File: src/rtl/p9_pkg.sv
package p9_pkg;
  localparam int WORD_W = 9;
  localparam int LEN_W  = $clog2(WORD_W + 1);

  typedef enum logic [1:0] {SH_IDLE, SH_LOW, SH_HIGH, SH_GAP} sh_state_e;

  typedef enum logic [2:0] {
    SQ_IDLE, SQ_CMD, SQ_FETCH, SQ_PARAM, SQ_IDCMD, SQ_DUMMY, SQ_READ
  } sq_state_e;

  typedef struct packed {
    logic [WORD_W-1:0] bits;
    logic [LEN_W-1:0]  len;
  } word_req_t;
endpackage

File: src/rtl/p9_phase_timer.sv
module p9_phase_timer #(
  parameter int HALF_DIV = 25
) (
  input  logic clk,
  input  logic rst_n,
  input  logic clr,
  input  logic long_ph,
  output logic tick
);
  localparam int GAP_DIV = 2 * HALF_DIV;
  localparam int CW      = $clog2(GAP_DIV + 1);

  logic [CW-1:0] cnt;
  logic [CW-1:0] lim;

  assign lim  = long_ph ? CW'(GAP_DIV - 1) : CW'(HALF_DIV - 1);
  assign tick = !clr && (cnt == lim);

  always_ff @(posedge clk or negedge rst_n) begin
    if (!rst_n)           cnt <= '0;
    else if (clr || tick) cnt <= '0;
    else                  cnt <= cnt + 1'b1;
  end


  cnt_range_chk: assert property (@(posedge clk) disable iff (!rst_n)
    cnt <= CW'(GAP_DIV - 1));
endmodule

File: src/rtl/p9_word_shifter.sv
module p9_word_shifter
  import p9_pkg::*;
#(
  parameter int HALF_DIV = 25
) (
  input  logic      clk,
  input  logic      rst_n,
  input  logic      start,
  input  word_req_t wreq,
  input  logic      miso,
  output logic      cs_n,
  output logic      sclk,
  output logic      mosi,
  output logic      wdone,
  output logic [7:0] rx_byte
);
  sh_state_e          st;
  logic [WORD_W-1:0]  sh;
  logic [LEN_W-1:0]   left;
  logic [7:0]         rx;
  logic               tick;
  logic               load;

  p9_phase_timer #(.HALF_DIV(HALF_DIV)) u_tmr (
    .clk     (clk),
    .rst_n   (rst_n),
    .clr     (st == SH_IDLE),
    .long_ph (st == SH_GAP),
    .tick    (tick)
  );

  assign wdone   = (st == SH_GAP) && tick;
  assign load    = start && ((st == SH_IDLE) || wdone);
  assign mosi    = sh[WORD_W-1];
  assign rx_byte = rx;

  always_ff @(posedge clk or negedge rst_n) begin
    if (!rst_n) begin
      st   <= SH_IDLE;
      cs_n <= 1'b1;
      sclk <= 1'b0;
      sh   <= '0;
      left <= '0;
      rx   <= '0;
    end else if (load) begin
      st   <= SH_LOW;
      cs_n <= 1'b0;
      sclk <= 1'b0;
      sh   <= wreq.bits;
      left <= wreq.len;
      rx   <= '0;
    end else begin
      case (st)
        SH_LOW: if (tick) begin
          sclk <= 1'b1;
          rx   <= {rx[6:0], miso};
          st   <= SH_HIGH;
        end
        SH_HIGH: if (tick) begin
          sclk <= 1'b0;
          if (left == LEN_W'(1)) begin
            cs_n <= 1'b1;
            sh   <= '0;
            st   <= SH_GAP;
          end else begin
            sh   <= {sh[WORD_W-2:0], 1'b0};
            left <= left - 1'b1;
            st   <= SH_LOW;
          end
        end
        SH_GAP: if (tick) st <= SH_IDLE;
        default: ;
      endcase
    end
  end


  mosi_low_clk_chk: assert property (@(posedge clk) disable iff (!rst_n)
    !$stable(mosi) |-> !sclk);

  cs_edge_clk_low_chk: assert property (@(posedge clk) disable iff (!rst_n)
    !$stable(cs_n) |-> !sclk);

  rise_in_select_chk: assert property (@(posedge clk) disable iff (!rst_n)
    $rose(sclk) |-> !cs_n);

  idle_clk_low_chk: assert property (@(posedge clk) disable iff (!rst_n)
    cs_n |-> !sclk);
endmodule

File: src/rtl/p9_sequencer.sv
module p9_sequencer
  import p9_pkg::*;
#(
  parameter int          CNT_W     = 8,
  parameter logic [7:0]  ID_OPCODE = 8'h04
) (
  input  logic             clk,
  input  logic             rst_n,
  input  logic             req_valid,
  input  logic             req_read,
  input  logic [7:0]       req_opcode,
  input  logic [CNT_W-1:0] req_count,
  input  logic             prm_valid,
  input  logic [7:0]       prm_data,
  input  logic             wdone,
  input  logic [7:0]       rx_byte,
  output logic             req_ready,
  output logic             prm_ready,
  output logic             start,
  output word_req_t        wreq,
  output logic             busy,
  output logic             done,
  output logic [7:0]       id_data
);
  sq_state_e        st;
  logic [CNT_W-1:0] remain;
  logic             fire;
  logic             take;

  assign req_ready = (st == SQ_IDLE);
  assign prm_ready = (st == SQ_FETCH);
  assign busy      = (st != SQ_IDLE);
  assign fire      = req_valid && req_ready;
  assign take      = prm_valid && prm_ready;

  always_comb begin
    start     = 1'b0;
    wreq.bits = '0;
    wreq.len  = LEN_W'(WORD_W);
    if (fire) begin
      start     = 1'b1;
      wreq.bits = {1'b0, (req_read ? ID_OPCODE : req_opcode)};
    end else if (take) begin
      start     = 1'b1;
      wreq.bits = {1'b1, prm_data};
    end else if (wdone && (st == SQ_IDCMD)) begin
      start     = 1'b1;
    end else if (wdone && (st == SQ_DUMMY)) begin
      start     = 1'b1;
      wreq.len  = LEN_W'(8);
    end
  end

  always_ff @(posedge clk or negedge rst_n) begin
    if (!rst_n) begin
      st      <= SQ_IDLE;
      remain  <= '0;
      done    <= 1'b0;
      id_data <= '0;
    end else begin
      done <= 1'b0;
      case (st)
        SQ_IDLE: if (fire) begin
          remain <= req_count;
          st     <= req_read ? SQ_IDCMD : SQ_CMD;
        end
        SQ_CMD, SQ_PARAM: if (wdone) begin
          if (remain == '0) begin
            st   <= SQ_IDLE;
            done <= 1'b1;
          end else begin
            st <= SQ_FETCH;
          end
        end
        SQ_FETCH: if (take) begin
          remain <= remain - 1'b1;
          st     <= SQ_PARAM;
        end
        SQ_IDCMD: if (wdone) st <= SQ_DUMMY;
        SQ_DUMMY: if (wdone) st <= SQ_READ;
        SQ_READ: if (wdone) begin
          id_data <= rx_byte;
          st      <= SQ_IDLE;
          done    <= 1'b1;
        end
        default: st <= SQ_IDLE;
      endcase
    end
  end


  done_single_chk: assert property (@(posedge clk) disable iff (!rst_n)
    done |=> !done);

  done_not_busy_chk: assert property (@(posedge clk) disable iff (!rst_n)
    done |-> !busy);

  busy_from_req_chk: assert property (@(posedge clk) disable iff (!rst_n)
    $rose(busy) |-> $past(req_valid));

  id_update_chk: assert property (@(posedge clk) disable iff (!rst_n)
    (id_data != $past(id_data)) |-> done);

  fetch_pending_chk: assert property (@(posedge clk) disable iff (!rst_n)
    prm_ready |-> (remain != '0));
endmodule

File: src/rtl/panel9_link.sv
module panel9_link
  import p9_pkg::*;
#(
  parameter int          HALF_DIV  = 25,
  parameter int          CNT_W     = 8,
  parameter logic [7:0]  ID_OPCODE = 8'h04
) (
  input  logic             clk,
  input  logic             rst_n,
  input  logic             req_valid,
  output logic             req_ready,
  input  logic             req_read,
  input  logic [7:0]       req_opcode,
  input  logic [CNT_W-1:0] req_count,
  input  logic             prm_valid,
  output logic             prm_ready,
  input  logic [7:0]       prm_data,
  output logic             busy,
  output logic             done,
  output logic [7:0]       id_data,
  output logic             cs_n,
  output logic             sclk,
  output logic             mosi,
  input  logic             miso
);
  logic      start;
  logic      wdone;
  word_req_t wreq;
  logic [7:0] rx_byte;

  p9_sequencer #(.CNT_W(CNT_W), .ID_OPCODE(ID_OPCODE)) u_seq (
    .clk        (clk),
    .rst_n      (rst_n),
    .req_valid  (req_valid),
    .req_read   (req_read),
    .req_opcode (req_opcode),
    .req_count  (req_count),
    .prm_valid  (prm_valid),
    .prm_data   (prm_data),
    .wdone      (wdone),
    .rx_byte    (rx_byte),
    .req_ready  (req_ready),
    .prm_ready  (prm_ready),
    .start      (start),
    .wreq       (wreq),
    .busy       (busy),
    .done       (done),
    .id_data    (id_data)
  );

  p9_word_shifter #(.HALF_DIV(HALF_DIV)) u_shift (
    .clk     (clk),
    .rst_n   (rst_n),
    .start   (start),
    .wreq    (wreq),
    .miso    (miso),
    .cs_n    (cs_n),
    .sclk    (sclk),
    .mosi    (mosi),
    .wdone   (wdone),
    .rx_byte (rx_byte)
  );


  ready_idle_chk: assert property (@(posedge clk) disable iff (!rst_n)
    req_ready |-> !busy);

  fetch_quiet_chk: assert property (@(posedge clk) disable iff (!rst_n)
    prm_ready |-> cs_n);
endmodule

File: config.mk
export PLATFORM = sky130hd
export DESIGN_NAME = panel9_link
export DESIGN_NICKNAME = d
export VERILOG_FILES = /design/src/rtl/p9_pkg.sv /design/src/rtl/p9_phase_timer.sv /design/src/rtl/p9_word_shifter.sv /design/src/rtl/p9_sequencer.sv /design/src/rtl/panel9_link.sv
export SDC_FILE = /design/constraint.sdc
export NUM_CORES = 1
export LEC_CHECK = 0
export BUFFER_PORTS_ARGS = -buffer_cell sky130_fd_sc_hd__buf_2
export CAP_MARGIN = 20
export CORE_MARGIN = 3
export CORE_UTILIZATION = 35
export CTS_CLUSTER_SIZE = 8
export DETAILED_ROUTE_END_ITERATION = 6
export HOLD_SLACK_MARGIN = 0.03
export PLACE_DENSITY_LB_ADDON = 0.2
export SYNTH_ARGS = -nofsm -noshare
export SYNTH_HDL_FRONTEND = slang
export SYNTH_HIERARCHICAL = 1
export SYNTH_SLANG_ARGS = --single-unit
File: constraint.sdc
create_clock -name clk -period 3.2 [get_ports clk]
set_input_delay 0 -clock clk [delete_from_list [all_inputs] [get_ports clk]]
set_output_delay 0 -clock clk [all_outputs]
set_load 0.01 [all_outputs]
==> results, run 1 <==
- STA classifies the critical path endpoint as a register.
- The leakage component of the power is 1.52 nW.
- The share of the synthesized area in the top cell type is 42.8%.
- In the synthesized netlist the dominant register cell turns out to be sky130_fd_sc_hd__dfrtp_1.
- Counting flops with a built-in enable in the synthesized netlist gives 0.
- Setup repair after global routing could not meet its margin everywhere.
- The number of primary I/O pins is 45.
- The first detailed-routing pass ran for 4 iterations.
- Global routing used 13.5% of the available tracks.
- The startpoint of the most critical hold path is req_count[0].
- The number of cell instances on the worst register-to-register path is 10.
- In the synthesized netlist the async set-or-reset flop fraction comes to 100%.
- The most repeated cell in the gate-level netlist after synthesis is sky130_fd_sc_hd__dfrtp_1.
- The critical register-to-register path startpoint is u_shift/st[1]$_DFFE_PN0P_.
- 0 antenna diodes ended up in the layout.
- In the routed design, unresolved DRC markers number 0.
- Once placement finished, the instance area stood at 3210 µm².
- The clock passes through at most 2 buffers.
- With fillers left out, the area of the finished cells amounts to 3390 µm².
- The maximum resistive drop on vdd is 176 µV.
- The number of H-tree levels is 2.
- After floorplanning, the core was sized to cover 7930 µm².
- The total number of vias is 2,343.
- The distinct cell type count after synthesis is 60.
- The floorplan has 32 rows.
- The cell total after placement is 437.
- Between clock sinks in the finished design, the worst skew comes to 13.1 ps.
- From bottom edge to top edge, the die measures 97.3 µm.
- Ranked by total cell area, the synthesized netlist is headed by sky130_fd_sc_hd__dfrtp_1, sky130_fd_sc_hd__nand2_1, sky130_fd_sc_hd__a21oi_1, sky130_fd_sc_hd__ha_1, sky130_fd_sc_hd__o21ai_0.
- Timing would allow up to 0.327 GHz.
- In this run the cell area of the synthesized design comes to 2920 µm².
- The number of cells on the worst hold path is 3.
- The number of standard cells after synthesis is 303.
- The tool flagged a number of max-cap violations equal to 0.
- After clock tree synthesis, the setup repair step added 0 buffers.
- The detailed-route wire length per cell is 13.8 µm.
- The critical path class is register to register.
- Entering global routing, the biggest net connects 28 pins.
- The die area is 9480 µm².
- In this run the critical register-to-register path is captured at u_shift/sh[5]$_DFFE_PN0P_.
- The tree is rooted in a sky130_fd_sc_hd__clkbuf_8.
- The biggest fanout along the worst timing path is 8.
- The count of filler cells inserted in the layout is 794.
- The area used by multi-input combinational logic is 1490 µm².
- The number of vias per cell is 5.16.
- The number of antenna violations at the first check in global routing is 0.
- A synthesized cell averages 9.64 µm².
- The count of cells in the finished layout, fillers not included, comes to 454.
- The clock net in this run drives a total of 51 sinks.
- The design draws 1.11 mW.
- TritonCTS built the clock tree.
- At the worst endpoint, the arrival time is 3270 ps.
- The wire-length estimate of the detail-placed layout is 4540 µm.
- The first global-routing pass estimated 10,700 µm of wire.
- The final layout contains routed wiring with a total length of 6290 µm.
- Relative to the synthesized area, the layout overhead comes to 16.0%.
- The total number of nets in the final design is 389.
- The post-CTS resize count is 0.
- The transition time at the pin with the least slew margin is 617 ps.
- The biggest area consumer among synthesized cells is sky130_fd_sc_hd__dfrtp_1.
- The horizontal die dimension is 97.3 µm.
- STA puts the critical path data required time at 3420 ps.
- Routability-driven placement finished with a final weighted congestion of 0.774.
- After clock tree synthesis, the clock-pin slew on the worst setup and hold paths is 100 ps.
- The initial utilization of the core area, before any placement, comes to 36.8%.
- The count of endpoints failing setup in the final report is 0.
- The number of hold violations in the final report is 0.
- The clock period could shrink to 3060 ps.
- The Yosys warning count is 6.
- The storage element area is 1280 µm².
- The worst pin sits at a relative slew slack of 58.9%.
- The clock reaches the later pin of the worst-skew pair after 310 ps.
- The number of CTS-inserted buffers is 5.
- In this run the power density over the cells is 329 nW/µm².
- The post-synthesis sequential element count is 51.
- The kind of launch point of the worst setup path is a register.
- The terminating pin of the worst hold path is u_seq/remain[0]$_DFFE_PN0P_.
- By count the netlist is led by sky130_fd_sc_hd__dfrtp_1, sky130_fd_sc_hd__nand2_1, sky130_fd_sc_hd__a21oi_1.
- The final clock period utilization by the worst path is 95.5%.
- The number of global-route vias before repair is 2,294.
- The share of post-route cells with drive strength above 1 is 25.3%.
- The path class of the lowest-slack min-delay path is primary input to register.
- Sequential cells were found to cover 43.7% of the synthesized design area.
- The count of buffers inserted at the top-level ports is 44.
- The total count of max-transition violations in the final report is 0.
- For flop-to-flop paths, the worst setup slack is 140 ps.
- The total congestion overflow after global routing is 0.
- The DRC marker count from the first detailed-route iteration is 88.
- Once detail routing completed, the nets flagged for antenna violations numbered 0.
- The run finished with clean final reports.
[final cells by class]
cell class	instances	area share [%]
clock buffer	5	2.03
sequential	51	37.7
clock inverter	3	0.591
multi-input combinational	223	44.1
tap	102	3.77
inverter	10	1.11
timing repair buffer	60	10.7
[repair_timing]
| item | 4_1_cts | 5_1_grt |
|---|---|---|
| hold endpoints to repair | 34 | 0 |
| endpoints found under the setup margin | 0 | 11 |
| hold buffers | 9 | 0 |
[report_power, final]
part           internal (mW)  total (mW)  leakage (nW)  switching, mW
clock network          0.153       0.379        0.0402          0.226
logic                 0.0380      0.0742         0.817         0.0362
registers              0.652       0.661         0.661        0.00811
total                  0.843        1.11          1.52          0.270
[worst max-delay path: stages (launching register included)]
cell	delay, ps
sky130_fd_sc_hd__dfrtp_1	430
sky130_fd_sc_hd__ha_1	210
sky130_fd_sc_hd__or4b_4	580
sky130_fd_sc_hd__a211oi_2	300
sky130_fd_sc_hd__nor3b_2	240
sky130_fd_sc_hd__and2_1	180
sky130_fd_sc_hd__nand2_1	80
sky130_fd_sc_hd__o21ai_2	220
sky130_fd_sc_hd__nand2_1	250
sky130_fd_sc_hd__buf_4	240
sky130_fd_sc_hd__a221oi_2	230
[kinds of logic (layout without fill, tap and decap cells)]
| family | Yosys count | in the layout | synth area share, % |
|---|---|---|---|
| AO/OA/AOI/OAI | 86 | 86 | 21.7 |
| XOR/XNOR | 2 | 2 | 0.600 |
| adder cells (fa/ha/maj) | 8 | 8 | 3.43 |
| buffers and inverters | 30 | 78 | 5.40 |
| flip-flops | 51 | 51 | 43.7 |
| multiplexers | 9 | 9 | 3.60 |
| other | 2 | 3 | 0.257 |
| AND/OR/NAND/NOR | 115 | 115 | 21.3 |
[worst max-delay path by stage]
stage / startpoint / endpoint
final: u_shift/st[1]$_DFFE_PN0P_ / u_shift/sh[5]$_DFFE_PN0P_
after global routing: u_shift/st[1]$_DFFE_PN0P_ / u_shift/sh[7]$_DFFE_PN0P_
after CTS: u_shift/st[1]$_DFFE_PN0P_ / u_shift/sh[5]$_DFFE_PN0P_
after detailed placement: u_shift/st[1]$_DFFE_PN0P_ / u_shift/sh[5]$_DFFE_PN0P_
after global placement: u_shift/st[0]$_DFFE_PN0P_ / u_shift/sh[7]$_DFFE_PN0P_
after floorplan: u_shift/st[0]$_DFFE_PN0P_ / u_shift/sh[1]$_DFFE_PN0P_
[registers in the layout (all words and copies together), names as in the netlist]
| name | count |
|---|---|
| u_shift/sh | 9 |
| u_seq/done | 1 |
| u_shift/st | 2 |
| u_shift/rx_byte | 8 |
| u_seq/remain | 8 |
| u_shift/u_tmr/cnt | 6 |
| u_seq/st | 3 |
| u_shift/sclk | 1 |
| u_shift/cs_n | 1 |
| u_shift/left | 4 |
| u_seq/id_data | 8 |
[metal layers]
layer	vias up	GRT usage [%]	share of wire, %
met4	0	3.30	1.1
met3	5	3.02	3.2
li1	1194	-	-
met1	1113	18.1	49
met2	31	22.3	47
met5	-	0	0
[stage by stage]
stage | hold WS, ps | util (%) | setup WS (ps) | TNS (ps)
after detailed placement | 61.2 | 40.5 | 186 | 0
after floorplan | -296 | - | 0.927 | 0
after global placement | 55.6 | 40.5 | 253 | 0
after CTS | 42.4 | 42.7 | 139 | 0
final | 46.0 | 42.7 | 143 | 0
after global routing | 87.0 | 42.7 | -58.8 | -308
[cell usage in the layout, fill, tap and decap left out, types with 9 or more instances in the layout]
cell | netlist | routed
sky130_fd_sc_hd__dfrtp_1 | 50 | 50
sky130_fd_sc_hd__buf_2 | 9 | 44
sky130_fd_sc_hd__nand2_1 | 33 | 33
sky130_fd_sc_hd__a21oi_1 | 21 | 21
sky130_fd_sc_hd__nor2_1 | 20 | 20
sky130_fd_sc_hd__o21ai_0 | 20 | 19
sky130_fd_sc_hd__nor3_1 | 18 | 18
sky130_fd_sc_hd__nand3_1 | 14 | 14
sky130_fd_sc_hd__dlygate4sd3_1 | 0 | 9
sky130_fd_sc_hd__inv_1 | 9 | 9
Note: power is estimated with default switching activity, not from simulation.
==> inputs of run 2 (changes only) <==
--- a/config.mk
+++ b/config.mk
@@ -8,7 +8,7 @@
 export BUFFER_PORTS_ARGS = -buffer_cell sky130_fd_sc_hd__buf_2
 export CAP_MARGIN = 20
 export CORE_MARGIN = 3
-export CORE_UTILIZATION = 35
+export CORE_UTILIZATION = 45
 export CTS_CLUSTER_SIZE = 8
 export DETAILED_ROUTE_END_ITERATION = 6
 export HOLD_SLACK_MARGIN = 0.03
==> results, run 2 (same netlist as run 1, synthesis figures left out) <==
- The transition time at the pin with the least slew margin is 593 ps.
- The share of post-route cells with drive strength above 1 is 25.9%.
- The number of global-route vias before repair is 2,331.
- The worst clock skew is 12.0 ps.
- The number of H-tree levels is 2.
- The maximum number of pins on one net before global-route repair is 30.
- The worst hold path begins at req_count[0].
- The busiest layer in global routing is met2.
- Along the worst path, the maximum fanout reaches 12.
- The final antenna diode count is 0.
- STA classifies the critical path startpoint as a register.
- The worst register-to-register path begins at u_shift/st[1]$_DFFE_PN0P_.
- Summed over all layers, the routed wires come to 6170 µm.
- The register containing the most flip-flops in the final layout is u_shift/sh.
- The number of hold violations in the final report is 0.
- Once detail routing completed, the nets flagged for antenna violations numbered 0.
- The total count of max-transition violations in the final report is 0.
- Global routing used 23.3% of the available met1 tracks.
- The buffer cell driving the clock tree root is sky130_fd_sc_hd__clkbuf_8.
- The slowest stage of the critical path is the sky130_fd_sc_hd__or4b_4 cell.
- For this run, the total global-route usage over all layers was measured as 17.9%.
- Power spread over the standard cell area amounts to 332 nW/µm².
- The kind of cell adding the most delay to the critical path is simple AND/OR/NAND/NOR gates.
- After detailed routing, the number of remaining DRC violations is 0.
- Global routing consumed, on the met3 layer, 4.56% of the routing resources.
- Once the clock tree was built, the setup fixing pass inserted 0 buffers.
- Leaving out fill and tap cells, the most frequent cells in the layout are sky130_fd_sc_hd__dfrtp_1, sky130_fd_sc_hd__buf_2, sky130_fd_sc_hd__nand2_1.
- Setup violations remaining at the end of the flow were counted as 0.
- The first-pass detailed-route iteration total is 4.
- The worst pin sits at a relative slew slack of 60.1%.
- The starting utilization of the core area is 47.9%.
- The path class of the lowest-slack min-delay path is primary input to register.
- IR analysis of the VDD net gives a maximum drop of 186 µV.
- The register with the most flip-flops in the layout has 9 of them.
- The die area is 7490 µm².
- The signed area change from the synthesized netlist to the final layout is 15.1%.
- Summing all flip-flop and latch instances after layout gives 1280 µm².
- The final layout contains 388 nets.
- The total congestion overflow after global routing is 0.
- Setup repair after global routing left no endpoint under its margin.
- The first global-routing pass estimated 10,700 µm of wire.
- For this run, the slowest stage of the critical path takes 580 ps.
- For the worst setup path, the data arrival time is 3140 ps.
- The buffers plus inverters on the worst setup path is 2.
- The commonest non-fill, non-tap cell in the layout is sky130_fd_sc_hd__dfrtp_1.
- By startpoint and endpoint, the worst setup path is classified as register to register.
- Routability-driven placement finished with a final weighted congestion of 0.784.
- The largest buffer count on any clock path is 2.
- The number of antenna violations at the first check in global routing was 0.
- The flop-to-flop setup slack is 250 ps.
- The horizontal die dimension is 86.6 µm.
- The clock latency on the worst-skew pair is 310 ps.
- The final clock period utilization by the worst path is 92.3%.
- The signal on the critical path passes through ha_1 -> or4b_4 -> a211oi_2 -> nor3b_2 -> and2_2 -> nand2_1 -> o21ai_4 -> inv_2 -> nor2_1 -> buf_4 -> nor3_1.
- The number of placement rows is 28.
- The HPWL after detailed placement is 4420 µm.
- The TritonCTS clock tree is built.
- The clock sink count is 51.
- Summing over every cut layer, the via total after detailed routing is 2,343.
- Counting the buffers created by CTS gives 5.
- The upper clock frequency limit is 0.339 GHz.
- Max-cap violations in this run came to 0.
- The setup TNS is 0 ps.
- The leakage component of the power is 1.52 nW.
- The cell total after placement is 409.
- The critical path starts at u_shift/st[1]$_DFFE_PN0P_.
- In this run the standard cell core region covers 6100 µm².
- Data on the critical path is required at its endpoint by 3390 ps.
- The DRC marker count from the first detailed-route iteration is 68.
- The detailed-route wire length per cell is 14.5 µm.
- The clock-pin slew on the worst setup and hold paths is 100 ps.
- The flow ran to the end, and the final reports show no timing, DRC or antenna violations.
- The worst path in the final design needs a cycle of 2950 ps, including I/O delays and setup.
- The die is 86.6 µm tall.
- The final standard cell count with taps included and fillers excluded is 426.
- The count of filler cells inserted in the layout is 564.
- The count of buffers inserted at the top-level ports is 44.
- The number of vias per cell is 5.50.
- In this run the count of I/O pins placed on the die edge is 45.
- The met2 routing resource usage after global routing is 29.6%.
- The capturing element type of the critical path is a register.
- The area used by multi-input combinational logic is 1500 µm².
==> run 2: cell count changes in the layout (fill, tap and decap cells not counted) <==
cell                         before  now
sky130_fd_sc_hd__inv_1            9    8
sky130_fd_sc_hd__buf_4            7    6
sky130_fd_sc_hd__nand2_1         33   32
sky130_fd_sc_hd__and2_1           5    4
sky130_fd_sc_hd__clkinvlp_4       2    1
sky130_fd_sc_hd__nand2_2          0    1
sky130_fd_sc_hd__o21ai_2          1    0
sky130_fd_sc_hd__clkinv_2         1    0
sky130_fd_sc_hd__inv_2            1    2
sky130_fd_sc_hd__and2_2           0    1
sky130_fd_sc_hd__clkinv_4         0    2
sky130_fd_sc_hd__o21ai_4          0    1
==> run 2: path summary, 6_finish.rpt <==
| check | endpoint | depth (start not counted) |
|---|---|---|
| setup / recovery | u_shift/sclk$_DFFE_PN0P_ | 11 |
| hold / removal | u_seq/remain[0]$_DFFE_PN0P_ | 3 |
| setup reg to reg | u_shift/sclk$_DFFE_PN0P_ | 11 |
| hold reg to reg | u_seq/id_data[4]$_DFFE_PN0P_ | 1 |
| max in group asynchronous | u_shift/cs_n$_DFFE_PN1P_ | 3 |
| min in group asynchronous | u_shift/sh[5]$_DFFE_PN0P_ | 2 |
==> run 2: report_power, final <==
part	leakage (nW)	switching, mW	internal (mW)
Combinational	0.815	0.0365	0.0379
Clock	0.0443	0.225	0.157
Sequential	0.661	0.00811	0.652
Total	1.52	0.270	0.847
==> run 2: worst min-delay path: stages <==
cell	delay [ps]
sky130_fd_sc_hd__buf_2	90
sky130_fd_sc_hd__o21ai_0	80
sky130_fd_sc_hd__o21ai_0	160
==> run 2: final cells by class <==
type | instances | share of cell area (%)
Inverter | 10 | 1.12
Timing Repair Buffer | 59 | 10.6
Clock buffer | 5 | 2.05
Tap cell | 75 | 2.79
Sequential cell | 51 | 38.0
Clock inverter | 3 | 0.744
Multi-Input combinational cell | 223 | 44.7
==> run 2: repair_timing <==
action	4_1_cts	5_1_grt
hold buffers	9	0
hold endpoints to repair	30	0
gates resized for setup	0	4
setup endpoints to repair	0	21
==> run 2: metrics by stage <==
stage / hold slack [ps] / power (mW) / worst slack [ps] / instance area [µm²] / utilization, %
2_1_floorplan: -296 / 0.705 / 0.927 / 2930 / -
3_3_place_gp: 25.8 / 0.739 / 180 / 3170 / 51.9
3_5_place_dp: 28.9 / 0.741 / 161 / 3170 / 51.9
4_1_cts: 49.9 / 1.13 / 135 / 3350 / 55.0
5_1_grt: 84.5 / 1.17 / 24.1 / 3360 / 55.2
6_report: 50.9 / 1.12 / 248 / 3360 / 55.2
==> run 2: routing by layer <==
metal  up-vias  routed length [µm]
met5         -                   0
met4         0                  51
met3         6                 174
met2        22                2990
met1      1122                2960
li1       1193                   -
